## src/rtl/blk_sched_pkg.sv

```systemverilog
package blk_sched_pkg;

  typedef enum logic [1:0] {
    ST_IDLE = 2'd0,
    ST_RUN  = 2'd1,
    ST_FLAG = 2'd2
  } sched_st_e;

  // capture strobe bit positions
  localparam int unsigned STB_ACCEPT = 0;
  localparam int unsigned STB_PRED   = 1;
  localparam int unsigned STB_REC    = 2;
  localparam int unsigned STB_FINAL  = 3;
  localparam int unsigned STB_NUM    = 4;

endpackage

```

## src/rtl/blk_dep_table.sv

```systemverilog
module blk_dep_table #(
  parameter int unsigned NBLK = 16,
  parameter int unsigned POS_W = $clog2(NBLK),
  parameter logic [NBLK-1:0] DEP_INIT = '0
) (
  input  logic             clk,
  input  logic             rst,
  input  logic             wr_en_i,
  input  logic [POS_W-1:0] wr_pos_i,
  input  logic             wr_val_i,
  input  logic             lock_i,
  output logic [NBLK-1:0]  dep_vec_o
);

  // one flop per scan position; the scheduler reads any entry in the same cycle
  for (genvar k = 0; k < NBLK; k++) begin : g_ent
    always_ff @(posedge clk) begin
      if (rst) begin
        dep_vec_o[k] <= DEP_INIT[k];
      end else if (wr_en_i && !lock_i && (wr_pos_i == POS_W'(k))) begin
        dep_vec_o[k] <= wr_val_i;
      end
    end
  end

endmodule

```

## src/rtl/blk_issue_ctl.sv

```systemverilog
module blk_issue_ctl
  import blk_sched_pkg::*;
#(
  parameter int unsigned NBLK = 16,
  parameter int unsigned POS_W = $clog2(NBLK)
) (
  input  logic             clk,
  input  logic             rst,
  input  logic             mb_valid_i,
  output logic             mb_ready_o,
  input  logic [NBLK-1:0]  dep_vec_i,
  input  logic             pred_done_i,
  input  logic             rec_done_i,
  output logic             pred_start_o,
  output logic [POS_W-1:0] pred_idx_o,
  output logic             rec_start_o,
  output logic [POS_W-1:0] rec_idx_o,
  output logic             mb_done_o,
  output logic             busy_o,
  output logic             acc_ev_o,
  output logic             pd_ev_o,
  output logic             rd_ev_o,
  output logic             fin_ev_o
);

  localparam int unsigned NXT_W = POS_W + 1;

  sched_st_e          st_q;
  logic [NXT_W-1:0]   nxt_q;      // next scan position to predict
  logic [NXT_W-1:0]   rdone_q;    // reconstructions finished so far
  logic               pbusy_q;
  logic               rbusy_q;
  logic               res_q;      // prediction result waiting for reconstruction
  logic [POS_W-1:0]   res_pos_q;

  logic               run;
  logic               have_res;
  logic [POS_W-1:0]   src_pos;
  logic               rec_free;
  logic               rec_go;
  logic [NXT_W-1:0]   rdone_now;
  logic [POS_W-1:0]   prev_pos;
  logic               dep_ok;
  logic               slot_ok;
  logic               pred_go;

  always_comb begin
    run       = (st_q == ST_RUN);
    acc_ev_o  = (st_q == ST_IDLE) && mb_ready_o && mb_valid_i;
    pd_ev_o   = run && pbusy_q && pred_done_i;
    rd_ev_o   = run && rbusy_q && rec_done_i;
    fin_ev_o  = rd_ev_o && (rec_idx_o == POS_W'(NBLK - 1));
    have_res  = res_q || pd_ev_o;
    src_pos   = res_q ? res_pos_q : pred_idx_o;
    rec_free  = !rbusy_q || rd_ev_o;
    rec_go    = run && have_res && rec_free;
    rdone_now = rdone_q + NXT_W'(rd_ev_o);
    prev_pos  = POS_W'(nxt_q - NXT_W'(1));
    // a marked transition waits until the previous position is reconstructed
    dep_ok    = (nxt_q == '0) || !dep_vec_i[prev_pos] || (rdone_now >= nxt_q);
    // the single result holding slot must be free after this edge
    slot_ok   = !(have_res && !rec_go);
    pred_go   = run && (!pbusy_q || pd_ev_o) && (nxt_q < NXT_W'(NBLK)) && dep_ok && slot_ok;
    busy_o    = (st_q != ST_IDLE);
  end

  always_ff @(posedge clk) begin
    if (rst) begin
      st_q         <= ST_IDLE;
      mb_ready_o   <= 1'b1;
      mb_done_o    <= 1'b0;
      pred_start_o <= 1'b0;
      rec_start_o  <= 1'b0;
      pred_idx_o   <= '0;
      rec_idx_o    <= '0;
      nxt_q        <= '0;
      rdone_q      <= '0;
      pbusy_q      <= 1'b0;
      rbusy_q      <= 1'b0;
      res_q        <= 1'b0;
      res_pos_q    <= '0;
    end else begin
      pred_start_o <= pred_go;
      rec_start_o  <= rec_go;
      mb_done_o    <= 1'b0;
      case (st_q)
        ST_IDLE: begin
          if (acc_ev_o) begin
            st_q       <= ST_RUN;
            mb_ready_o <= 1'b0;
            nxt_q      <= '0;
            rdone_q    <= '0;
            pbusy_q    <= 1'b0;
            rbusy_q    <= 1'b0;
            res_q      <= 1'b0;
          end
        end
        ST_RUN: begin
          if (pred_go) begin
            pred_idx_o <= nxt_q[POS_W-1:0];
            nxt_q      <= nxt_q + NXT_W'(1);
          end
          pbusy_q <= pred_go || (pbusy_q && !pd_ev_o);
          if (rec_go) begin
            rec_idx_o <= src_pos;
          end
          rbusy_q <= rec_go || (rbusy_q && !rd_ev_o);
          res_q   <= have_res && !rec_go;
          if (pd_ev_o) begin
            res_pos_q <= pred_idx_o;
          end
          rdone_q <= rdone_now;
          if (fin_ev_o) begin
            st_q      <= ST_FLAG;
            mb_done_o <= 1'b1;
          end
        end
        default: begin
          st_q       <= ST_IDLE;
          mb_ready_o <= 1'b1;
        end
      endcase
    end
  end

endmodule

```

## src/rtl/blk_cycle_meter.sv

```systemverilog
module blk_cycle_meter #(
  parameter int unsigned CNT_W = 10
) (
  input  logic             clk,
  input  logic             rst,
  input  logic             first_i,
  input  logic             finish_i,
  output logic [CNT_W-1:0] cyc_count_o
);

  logic             run_q;
  logic [CNT_W-1:0] acc_q;

  // acc_q equals the inclusive number of cycles since the first start
  always_ff @(posedge clk) begin
    if (rst) begin
      run_q       <= 1'b0;
      acc_q       <= '0;
      cyc_count_o <= '0;
    end else begin
      if (first_i) begin
        run_q <= 1'b1;
        acc_q <= CNT_W'(2);
      end else if (run_q && (acc_q != '1)) begin
        acc_q <= acc_q + CNT_W'(1);
      end
      if (finish_i && run_q) begin
        cyc_count_o <= acc_q;
        run_q       <= 1'b0;
      end
    end
  end

endmodule

```

## src/rtl/blk_strobe_gen.sv

```systemverilog
module blk_strobe_gen #(
  parameter int unsigned NSTB = 4
) (
  input  logic            clk,
  input  logic            rst,
  input  logic [NSTB-1:0] ev_i,
  output logic [NSTB-1:0] stb_o
);

  for (genvar b = 0; b < NSTB; b++) begin : g_stb
    always_ff @(posedge clk) begin
      if (rst) begin
        stb_o[b] <= 1'b0;
      end else begin
        stb_o[b] <= ev_i[b];
      end
    end
  end

endmodule

```

## src/rtl/blk_pipe_sched.sv

```systemverilog
module blk_pipe_sched
  import blk_sched_pkg::*;
#(
  parameter int unsigned NBLK = 16,
  parameter int unsigned CNT_W = 10,
  parameter int unsigned POS_W = $clog2(NBLK),
  parameter logic [NBLK-1:0] DEP_INIT = 16'h6043
) (
  input  logic               clk,
  input  logic               rst,
  input  logic               mb_valid,
  output logic               mb_ready,
  input  logic               dep_we,
  input  logic [POS_W-1:0]   dep_pos,
  input  logic               dep_val,
  output logic               pred_start,
  output logic [POS_W-1:0]   pred_idx,
  input  logic               pred_done,
  output logic               rec_start,
  output logic [POS_W-1:0]   rec_idx,
  input  logic               rec_done,
  output logic [STB_NUM-1:0] cap_stb,
  output logic               mb_done,
  output logic [CNT_W-1:0]   cyc_count
);

  logic [NBLK-1:0]    dep_vec;
  logic               busy;
  logic               acc_ev;
  logic               pd_ev;
  logic               rd_ev;
  logic               fin_ev;
  logic               first_start;
  logic [STB_NUM-1:0] stb_ev;

  blk_dep_table #(
    .NBLK(NBLK), .POS_W(POS_W), .DEP_INIT(DEP_INIT)
  ) u_table (
    .clk(clk), .rst(rst),
    .wr_en_i(dep_we), .wr_pos_i(dep_pos), .wr_val_i(dep_val),
    .lock_i(busy), .dep_vec_o(dep_vec)
  );

  blk_issue_ctl #(
    .NBLK(NBLK), .POS_W(POS_W)
  ) u_issue (
    .clk(clk), .rst(rst),
    .mb_valid_i(mb_valid), .mb_ready_o(mb_ready),
    .dep_vec_i(dep_vec),
    .pred_done_i(pred_done), .rec_done_i(rec_done),
    .pred_start_o(pred_start), .pred_idx_o(pred_idx),
    .rec_start_o(rec_start), .rec_idx_o(rec_idx),
    .mb_done_o(mb_done), .busy_o(busy),
    .acc_ev_o(acc_ev), .pd_ev_o(pd_ev), .rd_ev_o(rd_ev), .fin_ev_o(fin_ev)
  );

  assign first_start = pred_start && (pred_idx == '0);

  blk_cycle_meter #(
    .CNT_W(CNT_W)
  ) u_meter (
    .clk(clk), .rst(rst),
    .first_i(first_start), .finish_i(fin_ev),
    .cyc_count_o(cyc_count)
  );

  always_comb begin
    stb_ev             = '0;
    stb_ev[STB_ACCEPT] = acc_ev;
    stb_ev[STB_PRED]   = pd_ev;
    stb_ev[STB_REC]    = rd_ev;
    stb_ev[STB_FINAL]  = fin_ev;
  end

  blk_strobe_gen #(
    .NSTB(STB_NUM)
  ) u_stb (
    .clk(clk), .rst(rst), .ev_i(stb_ev), .stb_o(cap_stb)
  );

endmodule

```

## config.mk

```make
export PLATFORM = sky130hd
export DESIGN_NAME = blk_pipe_sched
export DESIGN_NICKNAME = d
export VERILOG_FILES = /design/src/rtl/blk_sched_pkg.sv /design/src/rtl/blk_dep_table.sv /design/src/rtl/blk_issue_ctl.sv /design/src/rtl/blk_cycle_meter.sv /design/src/rtl/blk_strobe_gen.sv /design/src/rtl/blk_pipe_sched.sv
export SDC_FILE = /design/constraint.sdc
export NUM_CORES = 1
export LEC_CHECK = 0
export ABC_CLOCK_PERIOD_IN_PS = 9200
export BUFFER_PORTS_ARGS = -buffer_cell sky130_fd_sc_hd__buf_4
export CAP_MARGIN = 20
export CELL_PAD_IN_SITES_DETAIL_PLACEMENT = 1
export CELL_PAD_IN_SITES_GLOBAL_PLACEMENT = 2
export CORE_MARGIN = 2
export CORE_UTILIZATION = 39
export CTS_BUF_LIST = sky130_fd_sc_hd__clkbuf_8
export DETAILED_ROUTE_END_ITERATION = 6
export GPL_TIMING_DRIVEN = 0
export PLACE_DENSITY = 0.9
export SLEW_MARGIN = 30
export SYNTH_ARGS = -nofsm -noshare
export SYNTH_HDL_FRONTEND = slang
export SYNTH_SLANG_ARGS = --single-unit
```

## constraint.sdc

```tcl
create_clock -name clk -period 9.2 [get_ports clk]
set_input_delay 0 -clock clk [delete_from_list [all_inputs] [get_ports clk]]
set_output_delay 0 -clock clk [all_outputs]
set_load 0.02 [all_outputs]
```

==> results.py <==
metrics = {
    "clock_network": {
        "tritoncts": "built",
        "clk_pin_slew_ns": 0.08,
        "cts_made_buffers": 9,
        "cts_setup_buffers": 0,
        "clockRootBuffer": "clkbuf_8",
        "cts.repair.resized": 0,
        "cts_hold_buf": 1,
        "h-tree-depth": 3,
        "max-clock-path-buffers": 2,
        "clk-insertion-delay-late_ns": 0.35,
        "cts_sinks": 72,
    },
    "drt": {
        "initialDrtViolationCount": 72,
        "ant_nets": 0,
        "drt-pass1-iter-count": 6,
        "wirelength_mm": 8.35,
        "routed-via-count": 2793,
        "route.detailed.wl_per_inst_um": 15.7,
        "drt_drc_violations_left": 0,
        "routed_via_density": 5.26,
    },
    "worst_setup_path": {
        "timing.critical_path.from_type": "flip-flop",
        "cpPeakStageDelay_ns": 0.43,
        "criticalPathCategory": "reg -> reg",
        "crit_chain": "nor2b_1, nand3_1, inv_1, ha_1, ha_1, nand3_1, xnor2_1, ha_1, a221oi_1, o21ai_0, o31ai_2, buf_4, mux2i_1, nor2_1",
        "critPathMaxFanout": 10,
        "worst-endpoint-required_ns": 9.42,
        "setup.worst_path.end_class": "flip-flop",
        "critical-path-top-cell-by-count": "ha_1",
        "timing.critical_path.arrival_ns": 3.97,
        "worst_path_cell_with_the_longest_stage_delay": "o31ai_2",
    },
    "floorplan": {
        "design.core.area_um2": 8130,
        "die-area_um2": 9060,
        "dieHeight_um": 95.2,
        "row_count": 33,
        "ioPinCount": 37,
        "start_util_pct": 39.9,
        "die_w_um": 95.2,
    },
    "global_routing": {
        "grt_overflow": 0,
        "global_routing_usage_summed_across_all_routing_layers_pct": 20.3,
        "grt_pass1_wl_mm": 14.1,
        "first_global_vias": 2823,
        "grt_max_degree": 14,
        "grt_antenna_before_repair": 0,
    },
    "sta": {
        "fmax_mhz": 267,
        "grt_setup_unrepaired": "false",
        "fin_crit_sh_pct": 40.8,
        "period_needed_ns": 3.75,
        "timing_max_transition_violations_final": 0,
        "timing.final.setup_violations": 0,
        "finalClockSkew_ns": 0.00916,
        "tightestPinTransition_ns": 0.922,
        "relative_slew_margins_pct": 38.4,
        "holdWs_ns": 0.0197,
        "finalHoldViolations": 0,
        "finalSetupTns_ns": 0,
    },
    "synthesis": {
        "async_flop_share_pct": 0,
        "synth-edff-count": 0,
        "yosysUniqueCellTypes": 45,
        "seq_area_frac_synth_pct": 44.4,
        "synthCells": 375,
        "synth_warnings": 0,
        "netlist_area_before_placement_um2": 3240,
        "avgSynthCellArea_um2": 8.65,
        "synth-seq-cells": 72,
        "synthFlopType": "dfxtp_1",
        "net_count_after_synthesis": 397,
    },
    "placed_design": {
        "place_hpwl_mm": 6.08,
        "number_of_placed_instances_with_taps_included": 514,
        "gpl.final_weighted_congestion": 0.786,
        "placement.io_buffers": 34,
    },
    "power_and_ir_drop": {
        "p_leak_nw": 1.60,
        "power.density_cell_area_nw_per_um2": 178,
        "ir_worst_vdd_uv": 76.4,
    },
    "final_layout": {
        "num-nets-final": 443,
        "antennaDiodeCount": 0,
        "fillCellCount": 972,
        "layout-drive-gt1-share_pct": 13.6,
        "register_area_um2": 1440,
        "synthToLayoutAreaGrowth_pct": 19.7,
        "fin_cells": 531,
        "multiInputGateArea_um2": 1680,
    },
    "status": {
        "outcome": "finished clean",
    },
    "min_path": {
        "worst_hold_path_type": "in -> reg",
    },
    "job": {
        "cap_viol_max_count": 0,
    },
}
## power by group
part	internal [W]	switching, W	leakage (nW)
Sequential	0.000317	0.00000487	0.582
Combinational	0.0000234	0.0000396	0.894
Clock	0.000181	0.000126	0.122
## synth_stat cells (all sizes together), types with 6 or more instances
cell    instances  area, µm²
o21ai          14       70.1
clkbuf         17       63.8
ha             11        138
nand2b          6       37.5
xor2            7       61.3
a21oi          27        135
mux2i          23        230
nand2          45        169
nor2           54        205
dfxtp          72       1440
nand3          29        145
inv             9       33.8
## per-stage QoR
step / area [µm²] / utilization, % / power [W] / setup slack, ns
after global routing: 3880 / 47.7 / 0.000722 / 5.11
after global placement: 3630 / 44.6 / 0.000390 / 5.56
after detailed placement: 3630 / 44.6 / 0.000392 / 5.53
after floorplan: 3240 / - / 0.000369 / 6.22
final: 3880 / 47.7 / 0.000692 / 5.45
after CTS: 3880 / 47.7 / 0.000699 / 5.47
## routing by layer
metal	track usage (%)	wire length, µm	part of all wire [%]
met1	25.3	3840	46
met2	34.4	4120	49
met3	4.27	224	2.7
met4	7.61	172	2.1
met5	0	0	0
## cells by family after synthesis
kind of cell | after synthesis | synth area share [%]
and+or+nand+nor | 164 | 23.1
DFF | 72 | 44.4
AOI/OAI and AO/OA | 58 | 10.5
buffers and inverters | 30 | 3.86
muxes | 28 | 10.6
xor gates and xnor gates | 12 | 3.24
adders and majority gates | 11 | 4.24
## area by class of cell
type,instances,area share [%]
Multi-Input combinational cell,273,43.2
Sequential cell,72,37.1
Timing Repair Buffer,35,6.83
Tap cell,105,3.38
Clock buffer,9,3.19
Clock inverter,7,3.06
Buffer,20,2.26
Inverter,10,0.966
## placed cells by master, fill, tap and decap left out, types with 3 or more instances in the layout
| cell | n |
|---|---|
| a21oi_1 | 27 |
| a31oi_1 | 3 |
| a211oi_1 | 4 |
| nand3_1 | 29 |
| or3_1 | 4 |
| clkbuf_1 | 17 |
| nand4_1 | 3 |
| mux4_1 | 3 |
| ha_1 | 11 |
| dfxtp_1 | 72 |
| xnor2_1 | 5 |
| buf_4 | 35 |
| nand2b_1 | 6 |
| inv_1 | 10 |
| o21ai_0 | 14 |
| bufinv_16 | 3 |
| and3_1 | 3 |
| nand2_1 | 45 |
| xor2_1 | 7 |
| nor2_1 | 53 |
| clkbuf_8 | 9 |
| mux2i_1 | 23 |
| nor2b_1 | 4 |
| nor3_1 | 5 |
## final timing paths
kind	from	endpoint	slack (ns)	cells past startpoint
hold / removal	rec_done	u_issue.rbusy_q	0.02	4
setup reg to reg	u_issue.st_q[0]	u_issue.pred_idx_o[3]	5.45	14
hold reg to reg	u_issue.res_pos_q[3]	u_issue.res_pos_q[3]	0.46	2
setup / recovery	u_issue.st_q[0]	u_issue.pred_idx_o[3]	5.45	14
## critical path, delay by kind of cell (launching register included)
| kind | cells | cell delay [ns] |
|---|---|---|
| compound gates | 3 | 0.93 |
| simple gates | 4 | 0.85 |
| fa+ha+maj | 3 | 0.69 |
| buf+inv | 2 | 0.39 |
| flops | 1 | 0.36 |
| xor+xnor | 1 | 0.21 |
| mux | 1 | 0.20 |
## flip-flops by register name, indices dropped and copies added (netlist names), 2 cells and up
| register | count |
|---|---|
| u_issue.pred_idx_o | 4 |
| u_issue.nxt_q | 5 |
| u_meter.acc_q | 10 |
| u_issue.rdone_q | 5 |
| u_meter.cyc_count_o | 10 |
| u_table.dep_vec_o | 16 |
| u_issue.res_pos_q | 4 |
| u_issue.st_q | 2 |
| u_stb.stb_o | 4 |
| u_issue.rec_idx_o | 4 |
Note: power is estimated with default switching activity, not from simulation.
